File: src/rtl/pg_pkg.sv
package pg_pkg;
   typedef enum logic [1:0] {
      KEY_WR   = 2'd0,
      KEY_RD   = 2'd1,
      KEY_CFG  = 2'd2,
      KEY_NONE = 2'd3
   } key_sel_e;

   typedef enum logic [2:0] {
      ST_IDLE,
      ST_FILL,
      ST_EVAL,
      ST_BUSY,
      ST_DONE
   } gate_state_e;

   localparam logic [1:0] LOCK_CFG_ONLY = 2'b11;
endpackage

File: src/rtl/pg_collect.sv
module pg_collect #(
   parameter int BYTE_W    = 8,
   parameter int KEY_BYTES = 8,
   parameter int SLOTS     = 3
) (
   input  logic                                 clk,
   input  logic                                 rst_n,
   input  logic                                 clear,
   input  logic                                 vld,
   input  logic [BYTE_W-1:0]                    din,
   output logic [SLOTS*KEY_BYTES*BYTE_W-1:0]    shreg,
   output logic [$clog2(SLOTS*KEY_BYTES+1)-1:0] count
);
   localparam int BUF_W = SLOTS*KEY_BYTES*BYTE_W;
   localparam int CW    = $clog2(SLOTS*KEY_BYTES+1);

   always_ff @(posedge clk or negedge rst_n) begin
      if (!rst_n) begin
         shreg <= '0;
         count <= '0;
      end else if (clear) begin
         shreg <= '0;
         count <= '0;
      end else if (vld) begin
         shreg <= {shreg[BUF_W-BYTE_W-1:0], din};
         count <= count + CW'(1);
      end
   end
endmodule

File: src/rtl/pg_keystore.sv
module pg_keystore #(
   parameter int KEY_W = 64,
   parameter int NKEYS = 3
) (
   input  logic                     clk,
   input  logic                     rst_n,
   input  logic                     wr_en,
   input  logic [1:0]               wr_idx,
   input  logic [KEY_W-1:0]         wr_key,
   input  logic [1:0]               rd_idx,
   output logic [KEY_W-1:0]         rd_key,
   output logic                     rd_ok
);
   logic [NKEYS*KEY_W-1:0] flat;

   generate
      if (NKEYS < 1 || NKEYS > 3) begin : g_bad_nkeys
         $error("pg_keystore: NKEYS must be 1 to 3");
      end
      for (genvar g = 0; g < NKEYS; g++) begin : g_key
         logic [KEY_W-1:0] k;
         always_ff @(posedge clk or negedge rst_n) begin
            if (!rst_n)
               k <= '0;
            else if (wr_en && wr_idx == 2'(g))
               k <= wr_key;
         end
         assign flat[g*KEY_W +: KEY_W] = k;
      end
   endgenerate

   always_comb begin
      rd_key = '0;
      rd_ok  = 1'b0;
      for (int i = 0; i < NKEYS; i++) begin
         if (rd_idx == 2'(i)) begin
            rd_key = flat[i*KEY_W +: KEY_W];
            rd_ok  = 1'b1;
         end
      end
   end
endmodule

File: src/rtl/pg_retry.sv
module pg_retry #(
   parameter int CNT_W = 8
) (
   input  logic             clk,
   input  logic             rst_n,
   input  logic             cnt_en,
   input  logic             clr_on_ok,
   input  logic [CNT_W-1:0] limit,
   input  logic             load,
   input  logic [CNT_W-1:0] load_val,
   input  logic             eval,
   input  logic             pass,
   output logic             locked,
   output logic [CNT_W-1:0] cnt
);
   assign locked = cnt_en && (cnt == limit);

   always_ff @(posedge clk or negedge rst_n) begin
      if (!rst_n)
         cnt <= '0;
      else if (load)
         cnt <= load_val;
      else if (eval && cnt_en && !locked) begin
         if (!pass)
            cnt <= cnt + CNT_W'(1);
         else if (clr_on_ok)
            cnt <= '0;
      end
   end

   assert_idle_cnt_R8: assert property (@(posedge clk) disable iff (!rst_n)
      (!eval && !load) |=> $stable(cnt));
   assert_locked_hold_R9: assert property (@(posedge clk) disable iff (!rst_n)
      (eval && !load && locked) |=> $stable(cnt));
   assert_bad_inc_R7: assert property (@(posedge clk) disable iff (!rst_n)
      (eval && !load && cnt_en && !locked && !pass) |=> (cnt == $past(cnt) + CNT_W'(1)));
   assert_off_hold_R8: assert property (@(posedge clk) disable iff (!rst_n)
      (!cnt_en && !load) |=> $stable(cnt));
endmodule

File: src/rtl/pass_gate.sv
module pass_gate
   import pg_pkg::*;
#(
   parameter int BYTE_W      = 8,
   parameter int KEY_BYTES   = 8,
   parameter int CNT_W       = 8,
   parameter int BUSY_CYCLES = 40,
   parameter int POLL_CODE   = 192
) (
   input  logic              clk,
   input  logic              rst_n,
   input  logic              start,
   input  logic              prog,
   input  logic [1:0]        key_sel,
   input  logic              abort,
   input  logic              byte_vld,
   input  logic [BYTE_W-1:0] byte_in,
   input  logic              poll,
   input  logic              cnt_en,
   input  logic              cnt_clr_ok,
   input  logic [1:0]        lock_mode,
   input  logic [CNT_W-1:0]  retry_limit,
   input  logic              cnt_load,
   input  logic [CNT_W-1:0]  cnt_load_val,
   output logic              grant,
   output logic              ack,
   output logic              busy,
   output logic [CNT_W-1:0]  retry_cnt
);
   localparam int KEY_W = BYTE_W*KEY_BYTES;
   localparam int BUF_W = 3*KEY_W;
   localparam int CW    = $clog2(3*KEY_BYTES+1);
   localparam int TW    = $clog2(BUSY_CYCLES+1);

   generate
      if (BUSY_CYCLES < 1) begin : g_bad_busy
         $error("pass_gate: BUSY_CYCLES must be at least 1");
      end
      if (KEY_BYTES < 1) begin : g_bad_key
         $error("pass_gate: KEY_BYTES must be at least 1");
      end
   endgenerate

   gate_state_e      state;
   key_sel_e         sel_q;
   logic             prog_q, pass_q, ack_q;
   logic [TW-1:0]    timer;
   logic [BUF_W-1:0] shreg;
   logic [CW-1:0]    fill_cnt;
   logic [KEY_W-1:0] stored, cand, new_a, new_b;
   logic             key_ok, key_hit, allowed, pass_now, locked, open_sess;
   logic [CW-1:0]    need_m1;

   assign open_sess = start && !abort && (state == ST_IDLE || state == ST_DONE);
   assign need_m1   = prog_q ? CW'(3*KEY_BYTES-1) : CW'(KEY_BYTES-1);

   pg_collect #(.BYTE_W(BYTE_W), .KEY_BYTES(KEY_BYTES), .SLOTS(3)) u_collect (
      .clk   (clk),
      .rst_n (rst_n),
      .clear (open_sess),
      .vld   (byte_vld && state == ST_FILL),
      .din   (byte_in),
      .shreg (shreg),
      .count (fill_cnt)
   );

   assign new_a = shreg[2*KEY_W-1:KEY_W];
   assign new_b = shreg[KEY_W-1:0];
   assign cand  = prog_q ? shreg[3*KEY_W-1:2*KEY_W] : shreg[KEY_W-1:0];

   pg_keystore #(.KEY_W(KEY_W), .NKEYS(3)) u_keys (
      .clk    (clk),
      .rst_n  (rst_n),
      .wr_en  (state == ST_EVAL && pass_now && prog_q),
      .wr_idx (sel_q),
      .wr_key (new_a),
      .rd_idx (sel_q),
      .rd_key (stored),
      .rd_ok  (key_ok)
   );

   assign key_hit  = key_ok && (cand == stored);
   assign allowed  = !locked || (lock_mode == LOCK_CFG_ONLY && sel_q == KEY_CFG);
   assign pass_now = allowed && key_hit && (!prog_q || new_a == new_b);

   pg_retry #(.CNT_W(CNT_W)) u_retry (
      .clk       (clk),
      .rst_n     (rst_n),
      .cnt_en    (cnt_en),
      .clr_on_ok (cnt_clr_ok),
      .limit     (retry_limit),
      .load      (cnt_load),
      .load_val  (cnt_load_val),
      .eval      (state == ST_EVAL),
      .pass      (key_hit),
      .locked    (locked),
      .cnt       (retry_cnt)
   );

   always_ff @(posedge clk or negedge rst_n) begin
      if (!rst_n) begin
         state  <= ST_IDLE;
         sel_q  <= KEY_WR;
         prog_q <= 1'b0;
         pass_q <= 1'b0;
         timer  <= '0;
      end else if (abort) begin
         state  <= ST_IDLE;
         pass_q <= 1'b0;
      end else if (open_sess) begin
         state  <= ST_FILL;
         sel_q  <= key_sel_e'(key_sel);
         prog_q <= prog;
         pass_q <= 1'b0;
      end else begin
         case (state)
            ST_FILL: if (byte_vld && fill_cnt == need_m1) state <= ST_EVAL;
            ST_EVAL: begin
               pass_q <= pass_now;
               timer  <= TW'(BUSY_CYCLES-1);
               state  <= ST_BUSY;
            end
            ST_BUSY: begin
               if (timer == '0) state <= ST_DONE;
               else             timer <= timer - TW'(1);
            end
            default: ;
         endcase
      end
   end

   always_ff @(posedge clk or negedge rst_n) begin
      if (!rst_n) ack_q <= 1'b0;
      else        ack_q <= poll && state == ST_DONE && pass_q && !abort
                           && byte_in == BYTE_W'(POLL_CODE);
   end

   assign ack   = ack_q;
   assign grant = (state == ST_DONE) && pass_q;
   assign busy  = (state == ST_EVAL) || (state == ST_BUSY);

   assert_grant_after_busy_R3: assert property (@(posedge clk) disable iff (!rst_n)
      $rose(grant) |-> $past(busy));
   assert_busy_from_byte_R2: assert property (@(posedge clk) disable iff (!rst_n)
      $rose(busy) |-> $past(byte_vld));
   assert_no_ack_busy_R2: assert property (@(posedge clk) disable iff (!rst_n)
      busy |=> !ack);
   assert_abort_clears_R11: assert property (@(posedge clk) disable iff (!rst_n)
      abort |=> (!grant && !busy));
endmodule

File: config.mk
export PLATFORM = sky130hd
export DESIGN_NAME = pass_gate
export DESIGN_NICKNAME = d
export VERILOG_FILES = /design/src/rtl/pg_pkg.sv /design/src/rtl/pg_collect.sv /design/src/rtl/pg_keystore.sv /design/src/rtl/pg_retry.sv /design/src/rtl/pass_gate.sv
export SDC_FILE = /design/constraint.sdc
export NUM_CORES = 1
export LEC_CHECK = 0
export BUFFER_PORTS_ARGS = -buffer_cell sky130_fd_sc_hd__buf_2
export CAP_MARGIN = 15
export CORE_UTILIZATION = 46
export CTS_BUF_LIST = sky130_fd_sc_hd__clkbuf_2
export DETAILED_ROUTE_END_ITERATION = 8
export GPL_TIMING_DRIVEN = 0
export SYNTH_ARGS = -nofsm -noshare
export SYNTH_HDL_FRONTEND = slang
export SYNTH_HIERARCHICAL = 1
export SYNTH_SLANG_ARGS = --single-unit
File: constraint.sdc
create_clock -name clk -period 4.9 [get_ports clk]
set_input_delay 0.735 -clock clk [delete_from_list [all_inputs] [get_ports clk]]
set_output_delay 0.735 -clock clk [all_outputs]
set_load 0.02 [all_outputs]
==> results of run 1 <==
## worst paths after layout
path                            slack [ns]  depth (start not counted)             startpoint                    end
worst max-delay path                  0.11                         14               sel_q[1]  u_keys/g_key[0].k[57]
worst min-delay path                  0.22                          4             cnt_clr_ok         u_retry/cnt[2]
worst max register to register        0.11                         14               sel_q[1]  u_keys/g_key[0].k[57]
worst min register to register        0.51                          1  u_keys/g_key[0].k[14]  u_keys/g_key[0].k[14]
max in group asynchronous             3.28                          5                  rst_n               timer[4]
min in group asynchronous             0.26                          3                  rst_n  u_keys/g_key[2].k[38]
## flip-flops by register name, summed over array words and instances (netlist names)
name             cells
u_retry/cnt          8
state                3
timer                6
sel_q                2
ack                  1
u_collect/shreg    192
u_keys/g_key.k     192
pass_q               1
u_collect/count      5
prog_q               1
## metal layers
layer	vias up	global-route usage (%)	part of all wire [%]	wire length, um
met5	-	0	0	0
met3	105	6.00	6.5	3960
li1	6164	-	-	-
met2	498	39.1	44	26800
met4	0	10.4	3.2	1970
met1	7079	39.0	46	28100
## kinds of logic (layout without fill, tap and decap cells)
family | Yosys count | in the layout | synth area share, %
adder cells (fa/ha/maj) | 4 | 4 | 0.241
other | 0 | 4 | 0
AND/OR/NAND/NOR | 331 | 331 | 7.24
AO/OA/AOI/OAI | 113 | 113 | 4.44
buffers and inverters | 104 | 365 | 4.86
XOR/XNOR | 127 | 127 | 5.35
flip-flops | 411 | 411 | 49.5
multiplexers | 519 | 519 | 28.4
## area by class of cell
type / count / area, um^2 / share of cell area (%)
flip-flops and latches: 411 / 10300 / 44.5
multi-input cells: 1094 / 9510 / 41.1
plain buffers: 98 / 992 / 4.29
clock buffers: 171 / 856 / 3.70
well taps: 592 / 741 / 3.20
repair buffers: 77 / 611 / 2.64
clock inverters: 13 / 103 / 0.444
inverters: 6 / 22.5 / 0.0974
diodes: 4 / 10.0 / 0.0433
## power by group through the flow
stage | clock, mW | combinational (mW) | sequential (mW)
global route | 2.70 | 3.04 | 3.85
global placement | 0 | 2.79 | 3.89
finish | 2.43 | 2.89 | 3.83
floorplan | 0 | 1.94 | 3.81
detailed placement | 0 | 2.82 | 3.90
CTS | 2.52 | 2.86 | 3.83
## timing repair
item / CTS / global route
hold buffers: 25 / 0
endpoints found under the hold margin: 145 / 0
setup buffers: 0 / 0
resized for setup: 1 / 8
pin swaps: 0 / 0
endpoints found under the setup margin: 8 / 64
## tightest hold or removal path: stages
cell and delay [ns]:
buf_2 0.12, mux2i_1 0.12, o311a_1 0.16, a221o_1 0.11
## cell usage after synthesis, drive strengths merged, types with 2 or more instances
cell type / n / area [um^2]
o21a: 2 / 15.0
nand3: 8 / 40.0
a22oi: 3 / 22.5
mux2: 197 / 2690
o311a: 2 / 20.0
nor3: 6 / 35.0
a31oi: 2 / 12.5
mux2i: 322 / 3220
nor3b: 3 / 27.5
or4: 4 / 30.0
o311ai: 2 / 17.5
o211ai: 2 / 15.0
inv: 6 / 22.5
o221a: 2 / 22.5
a21oi: 9 / 45.0
o21ai: 7 / 38.8
ha: 4 / 50.1
clkbuf: 18 / 67.6
nand4: 13 / 81.3
xnor2: 47 / 412
nand4b: 2 / 17.5
nor2: 217 / 815
buf: 80 / 920
nand3b: 4 / 30.0
o2bb2ai: 65 / 569
o22ai: 4 / 25.0
o2111ai: 3 / 26.3
xor2: 80 / 701
and3: 7 / 45.1
nand2: 24 / 90.1
nand2b: 3 / 18.8
nor2b: 4 / 25.0
dfrtp: 411 / 10300
nor4: 32 / 221
## per-stage QoR
step	cells	setup WS (ns)	utilization, %	setup TNS [ns]	area [um^2]
after global routing	2466	0.0461	52.1	0	23100
after global placement	2249	-5.32	49.0	-2162.21	21800
after CTS	2462	0.0563	52.0	0	23100
after detailed placement	2253	-0.0943	49.3	-0.291	21900
final	2466	0.108	52.1	0	23100
after floorplan	1609	1.62	-	0	20800
==> flow_summary.ini, run 1 <==
[floorplanning]
rows = 77
die_h_um = 215
start_util_pct = 46.8
die_w_um = 215
dieArea_um2 = 46100
core_um2 = 44400
io_pins = 49

[final_layout]
final_common_cell = dfrtp_1
area_delta_synth_final_pct = 11.2
layout_common_cells = 411 x dfrtp_1, 322 x mux2i_1, 217 x nor2_1, 175 x clkbuf_2, 125 x mux2_4
final_layout_size_suffix_gt1_share_pct = 27.5
fill_cells = 3942
fin_nets = 1837

[status]
status = completed

[grt]
track_usage_pct = 26.9
grt_pass1_vias = 14153
grt_pass1_wl_mm = 91.6
antenna_found_initial = 2
grt_overflow_total = 0
grt_max_degree = 123

[placed_design]
io_buffers = 48
place_hpwl_mm = 41.8
gp_congestion = 0.880

[cts]
insertion_delay_ns = 1.13
cts_buffers = 107
h-tree-depth = 3
cts_tree = done
cts-root-buf = clkbuf_2
cts_buffer_depth = 3
cts_sinks = 411
path_clk_slew_ns = 0.10

[setup_path]
critPathCaptureType = flip-flop
cp_num_buf_inv = 4
critPathLaunchType = flip-flop
cp_max_fo = 10
crit_required_ns = 5.84
arrival_ns = 5.73
worstSetupPathType = reg -> reg
path_delay_family = simple AND/OR/NAND/NOR gates
path_cells = nor2b_1 -> buf_2 -> buf_2 -> o2bb2ai_1 -> xnor2_1 -> nor4_1 -> o2111ai_1 -> nor4_2 -> o2111ai_1 -> nor2_1 -> nor3b_2 -> buf_6 -> buf_12 -> mux2_2
slowest_delay_ns = 0.64
crit_slowest_cell = nor4_1

[hold_path]
hp-class = in -> reg

[timing]
rsz0062_at_grt = no
drv_slew = 0
finalCriticalPeriod_ns = 4.79
worst_slew_pin_slew_ns = 0.727
fin_crit_sh_pct = 97.8
setup_viol_count_final = 0
max_freq_mhz = 209
fin_skew_ns = 0.0904
slew_headroom_pct = 50.9
final_hold_viol_count = 0
hold_ws_ns = 0.224

[synthesis]
synthCells = 1609
avgSynthCellArea_um2 = 12.9
synth_seq_area_share_pct = 49.5
yosys_warnings = 6
netlist_area_um2 = 20800
synth_edf_count = 0
ys_types = 61
synthArstFlopShare_pct = 100
ys_ff_latch = 411
ys.flop_type = dfrtp_1
synth_nets = 1651

[power]
power_frac_seq_pct = 41.9
peakVddDrop_v = 0.000219
cellLeakagePower_nw = 11.7
netSwitchingFraction_pct = 38.3
p_switching_mw = 3.50
p_per_area_nw_per_um2 = 396
clkPwrFrac_pct = 26.5
power_frac_comb_pct = 31.6
power_mw = 9.15
internal_power_mw = 5.65

[routing]
vias = 13846
route.detailed.drc = 0
wl_per_cell_um = 24.7
ant_nets = 0
via_per_inst = 5.61
wl_mm = 60.8
drt_iter0_drc = 1280
firstDrtPassIters = 5

[flow_run]
cap_viol_max_count = 0
Note: power is estimated with default switching activity, not from simulation.
==> run 2, diff against run 1 <==
--- a/config.mk
+++ b/config.mk
@@ -7,10 +7,14 @@
 export LEC_CHECK = 0
 export BUFFER_PORTS_ARGS = -buffer_cell sky130_fd_sc_hd__buf_2
 export CAP_MARGIN = 15
+export CELL_PAD_IN_SITES_DETAIL_PLACEMENT = 0
+export CELL_PAD_IN_SITES_GLOBAL_PLACEMENT = 1
 export CORE_UTILIZATION = 46
 export CTS_BUF_LIST = sky130_fd_sc_hd__clkbuf_2
 export DETAILED_ROUTE_END_ITERATION = 8
 export GPL_TIMING_DRIVEN = 0
+export HOLD_SLACK_MARGIN = 0.02
+export PLACE_DENSITY_LB_ADDON = 0.1
 export SYNTH_ARGS = -nofsm -noshare
 export SYNTH_HDL_FRONTEND = slang
 export SYNTH_HIERARCHICAL = 1
==> run 2 against run 1 <==
Net effect: largest power group unchanged; combinational power rose by 2%; hold slack got worse by 0.062 ns; global-route usage increased by 0.98 points; flip-flop and latch count stayed put; critical path type unchanged; sequential share of layout area shrank 0.21 points; first-iteration DRC count shrank 14%; die area did not move; register-to-register slack barely moved.
==> flow_summary.ini, run 2 (synthesis gave the netlist of run 1 again) <==
[routing]
firstDrtPassIters = 7
via_per_inst = 5.55
wl_mm = 63.0
drt_iter0_drc = 1096
route.detailed.drc = 0
ant_nets = 0
wl_per_cell_um = 25.3
vias = 13826

[cts]
cts_buffer_depth = 3
insertion_delay_ns = 1.17
h-tree-depth = 3
cts_buffers = 113
cts_sinks = 411
cts-root-buf = clkbuf_2
path_clk_slew_ns = 0.10
cts_tree = done
cts_setup_buffers = 0

[grt]
grt_overflow_total = 0
grt_pass1_wl_mm = 94.7
grt_max_degree = 121
antenna_found_initial = 2
track_usage_pct = 27.9
grt_pass1_vias = 14296

[power]
p_per_area_nw_per_um2 = 401
p_switching_mw = 3.64
power_mw = 9.31
peakVddDrop_v = 0.000205
power_frac_seq_pct = 41.2
clkPwrFrac_pct = 27.1
internal_power_mw = 5.68
power_frac_comb_pct = 31.7
netSwitchingFraction_pct = 39.1
cellLeakagePower_nw = 11.8

[floorplanning]
start_util_pct = 46.8
core_um2 = 44400
rows = 77
io_pins = 49
die_h_um = 215
die_w_um = 215
dieArea_um2 = 46100

[final_layout]
reg_top3 = u_collect/shreg x192, u_keys/g_key.k x192, u_retry/cnt x8
layout_common_cells = 411 x dfrtp_1, 322 x mux2i_1, 217 x nor2_1, 183 x clkbuf_2, 125 x mux2_4
seqCellArea_um2 = 10300
fill_cells = 4016
fin_nets = 1846
final_common_cell = dfrtp_1
final_util_pct = 52.3
area_delta_synth_final_pct = 11.7
multi_input_area_um2 = 9540
final_layout_size_suffix_gt1_share_pct = 27.8
final_cell_count_no_fill = 2490

[setup_path]
cp_max_fo = 10
path_delay_family = simple AND/OR/NAND/NOR gates
critPathCaptureType = flip-flop
slowest_delay_ns = 0.59
crit_required_ns = 5.87
critPathLaunchType = flip-flop
arrival_ns = 5.77
worstSetupPathType = reg -> reg
reg2reg_setup_slack_ns = 0.09
cp_num_buf_inv = 4
path_cells = nor2b_1 -> buf_2 -> buf_2 -> o2bb2ai_1 -> xnor2_1 -> nor4_1 -> nand4_1 -> nor3_2 -> o2111ai_1 -> nor2_1 -> nor3b_2 -> buf_6 -> buf_12 -> mux2_2
cp_common_cell = buf_2
crit_slowest_cell = nor4_1

[timing]
rsz0062_at_grt = no
slew_headroom_pct = 51.6
setup_viol_count_final = 0
fin_skew_ns = 0.101
finalSetupTns_ns = 0
fin_crit_sh_pct = 98.1
drv_slew = 0
max_freq_mhz = 208
worst_slew_pin_slew_ns = 0.726
hold_ws_ns = 0.162
finalCriticalPeriod_ns = 4.81
final_hold_viol_count = 0

[hold_path]
hp-class = in -> reg

[placed_design]
gp_congestion = 0.892
place_hpwl_mm = 42.8
dp_cells = 2252
io_buffers = 48

[status]
status = completed

[flow_run]
cap_viol_max_count = 0
[run 2: power groups by stage]
| stage | registers, mW | clock network (mW) | logic (mW) |
|---|---|---|---|
| floorplan | 3.81 | 0 | 1.94 |
| global placement | 3.90 | 0 | 2.84 |
| detailed placement | 3.90 | 0 | 2.85 |
| CTS | 3.84 | 2.61 | 2.92 |
| global route | 3.86 | 2.79 | 3.11 |
| finish | 3.84 | 2.52 | 2.96 |
[run 2: cell type report]
class	count	area share (%)
clock inverter	26	0.571
clock buffer	179	3.85
sequential	411	44.3
antenna	4	0.0431
buffer	98	4.27
inverter	6	0.0969
tap	592	3.19
multi-input combinational	1094	41.0
timing repair buffer	80	2.68
[run 2: path summary, 6_finish.rpt]
check	from	endpoint	cells after the start
min in group asynchronous	rst_n	u_keys/g_key[0].k[33]	2
setup reg to reg	sel_q[1]	u_keys/g_key[0].k[20]	14
setup / recovery	sel_q[1]	u_keys/g_key[0].k[20]	14
max in group asynchronous	rst_n	u_keys/g_key[1].k[11]	3
hold reg to reg	u_keys/g_key[0].k[16]	u_keys/g_key[0].k[16]	1
hold / removal	cnt_clr_ok	u_retry/cnt[1]	4
[run 2: worst min-delay path, cell delays in order]
cell and delay (ns):
buf_2 0.10, o21bai_2 0.15, nor2_1 0.13, o311a_1 0.14
[run 2: what timing repair did]
| item | in CTS | in global routing |
|---|---|---|
| setup endpoints to repair | 8 | 130 |
| hold endpoints to repair | 111 | 0 |
| hold buffers | 29 | 0 |
| resized for setup | 2 | 11 |
[run 2: per-stage QoR]
stage,cell area (um^2),setup WS [ns]
2_1_floorplan,20800,1.62
3_3_place_gp,21800,-5.34
3_5_place_dp,21900,-0.330
4_1_cts,23200,0.0225
5_1_grt,23200,0.00603
6_report,23200,0.0935
[run 2: metal layers]
metal	vias to the layer above	global-route usage, %	part of all wire, %
met2	419	43.1	46
li1	6193	-	-
met1	7124	39.6	46
met3	90	5.63	5.4
met4	0	7.88	2.3
met5	-	0	0
==> run 3, diff against run 2 <==
--- a/config.mk
+++ b/config.mk
@@ -9,6 +9,7 @@
 export CAP_MARGIN = 15
 export CELL_PAD_IN_SITES_DETAIL_PLACEMENT = 0
 export CELL_PAD_IN_SITES_GLOBAL_PLACEMENT = 1
+export CORE_MARGIN = 8
 export CORE_UTILIZATION = 46
 export CTS_BUF_LIST = sky130_fd_sc_hd__clkbuf_2
 export DETAILED_ROUTE_END_ITERATION = 8
==> constraint.sdc (replaced) <==
create_clock -name clk -period 4.9 [get_ports clk]
set_input_delay 0.735 -clock clk [delete_from_list [all_inputs] [get_ports clk]]
set_output_delay 0.735 -clock clk [all_outputs]
set_load 0.005 [all_outputs]
==> run 3 against run 2 <==
Net effect: routed wire length did not move; cell count rose by 0.12%; sequential power barely moved; clock-buffer cell count fell by 14; critical path depth fell by 1; flip-flop and latch count did not move; critical endpoint is now u_keys/g_key[0].k[42]; total power fell by 1.5%; clock skew rose by 0.017 ns; register-to-register slack got worse by 0.05 ns.
==> flow_summary.ini, run 3 (synthesis gave the netlist of run 1 again) <==
[status]
status = completed

[setup_path]
cp_num_buf_inv = 4
reg2reg_setup_slack_ns = 0.04
reg2reg_from = sel_q[1]
path_cells = buf_2 -> clkbuf_1 -> o2bb2ai_1 -> xnor2_1 -> nor4_1 -> nand2_1 -> nor4_2 -> o2111ai_1 -> nor2_1 -> nor3b_2 -> buf_6 -> buf_12 -> mux2_2
worstSetupPathType = reg -> reg
critPathLaunchType = flip-flop
crit_slowest_cell = nor4_1
slowest_delay_ns = 0.69
critPathCaptureType = flip-flop
path_delay_family = simple AND/OR/NAND/NOR gates
reg2reg_depth = 13
crit_required_ns = 5.83
arrival_ns = 5.79
cp_max_fo = 10
r2r_end = u_keys/g_key[0].k[42]

[routing]
wl_per_cell_um = 25.3
vias = 13659
ant_nets = 0
route.detailed.drc = 0
firstDrtPassIters = 5
drt_iter0_drc = 1089
via_per_inst = 5.48
wl_mm = 63.0

[floorplanning]
io_pins = 49
die_h_um = 229
dieArea_um2 = 52300
core_um2 = 45000
start_util_pct = 46.2
rows = 78
die_w_um = 229

[timing]
max_freq_mhz = 206
hold_ws_ns = 0.189
slew_headroom_pct = 48.0
drv_slew = 0
fin_skew_ns = 0.118
finalCriticalPeriod_ns = 4.86
rsz0062_at_grt = no
final_hold_viol_count = 0
setup_viol_count_final = 0
worst_slew_pin_slew_ns = 0.773
fin_crit_sh_pct = 99.2

[power]
power_frac_seq_pct = 41.8
cellLeakagePower_nw = 11.7
power_mw = 9.18
netSwitchingFraction_pct = 38.9
p_switching_mw = 3.57
power_frac_comb_pct = 31.6
clkPwrFrac_pct = 26.6
peakVddDrop_v = 0.000200
p_per_area_nw_per_um2 = 396
internal_power_mw = 5.61

[grt]
grt_overflow_total = 0
grt_pass1_wl_mm = 94.5
track_usage_pct = 23.9
grt_max_degree = 113
antenna_found_initial = 2
grt_pass1_vias = 14088

[cts]
cts_tree = done
cts_buffer_depth = 3
path_clk_slew_ns = 0.10
cts-root-buf = clkbuf_2
cts_setup_buffers = 0
h-tree-depth = 3
cts_sinks = 411
cts_buffers = 113
insertion_delay_ns = 1.15

[final_layout]
final_layout_size_suffix_gt1_share_pct = 26.7
fin_nets = 1848
area_delta_synth_final_pct = 11.6
reg_top3 = u_collect/shreg x192, u_keys/g_key.k x192, u_retry/cnt x8
layout_common_cells = 411 x dfrtp_1, 322 x mux2i_1, 217 x nor2_1, 165 x clkbuf_2, 125 x mux2_4
final_common_cell = dfrtp_1

[placed_design]
gp_congestion = 0.865
io_buffers = 48
place_hpwl_mm = 43.4

[hold_path]
hp-class = in -> async

[flow_run]
cap_viol_max_count = 0
run 3: power by group through the flow:
stage	clock, mW	sequential [mW]	combinational, mW
5_1_grt	2.73	3.86	3.06
4_1_cts	2.56	3.84	2.88
6_report	2.45	3.84	2.90
2_1_floorplan	0	3.78	1.93
3_5_place_dp	0	3.90	2.84
3_3_place_gp	0	3.90	2.81
run 3: worst register-to-register path: stages (launching register included):
cell       delay (ns)
dfrtp_1          0.53
buf_2            0.46
clkbuf_1         0.47
o2bb2ai_1        0.19
xnor2_1          0.19
nor4_1           0.69
nand2_1          0.24
nor4_2           0.34
o2111ai_1        0.28
nor2_1           0.23
nor3b_2          0.22
buf_6            0.32
buf_12           0.21
mux2_2           0.33
run 3: through the flow:
step	instances	setup slack [ns]	TNS [ns]	utilization [%]	area, um^2
floorplan	1609	1.62	0	-	20800
global placement	2257	-5.49	-2235.93	48.4	21800
detailed placement	2262	0.144	0	48.7	21900
CTS	2490	0.0766	0	51.5	23200
global route	2493	0.0102	0	51.6	23200
finish	2493	0.0404	0	51.6	23200
run 3: final cells by class:
cell class	count	area (um^2)
multi-input combinational	1094	9510
antenna	3	7.51
inverter	6	22.5
sequential	411	10300
fill	4046	21800
clock inverter	34	160
clock buffer	165	826
buffer	98	987
timing repair buffer	82	658
tap	600	751
run 3: worst max-delay path by stage:
stage / start / end / depth (start not counted) / slack, ns
after floorplan: sel_q[0] / u_retry/cnt[1] / 14 / 1.62
after global placement: rst_n / u_keys/g_key[0].k[3] / 1 / -5.49
after detailed placement: sel_q[1] / u_keys/g_key[0].k[61] / 13 / 0.14
after CTS: sel_q[1] / u_keys/g_key[0].k[42] / 13 / 0.08
after global routing: sel_q[1] / u_keys/g_key[0].k[42] / 13 / 0.01
final: sel_q[1] / u_keys/g_key[0].k[42] / 13 / 0.04
run 3: per-layer routing:
layer  vias up  share of wire (%)  GRT usage (%)  wire length, um
met1      7013                 46           33.3            29000
met5         -                  0              0                0
met3        93                5.1           5.20             3240
met4         0                2.7           7.78             1670
met2       366                 46           36.7            29100
li1       6187                  -              -                -
run 3: what timing repair did:
action,4_1_cts,5_1_grt
resized for setup,0,1
endpoints found under the hold margin,179,0
endpoints found under the setup margin,0,46
hold buffers,29,0
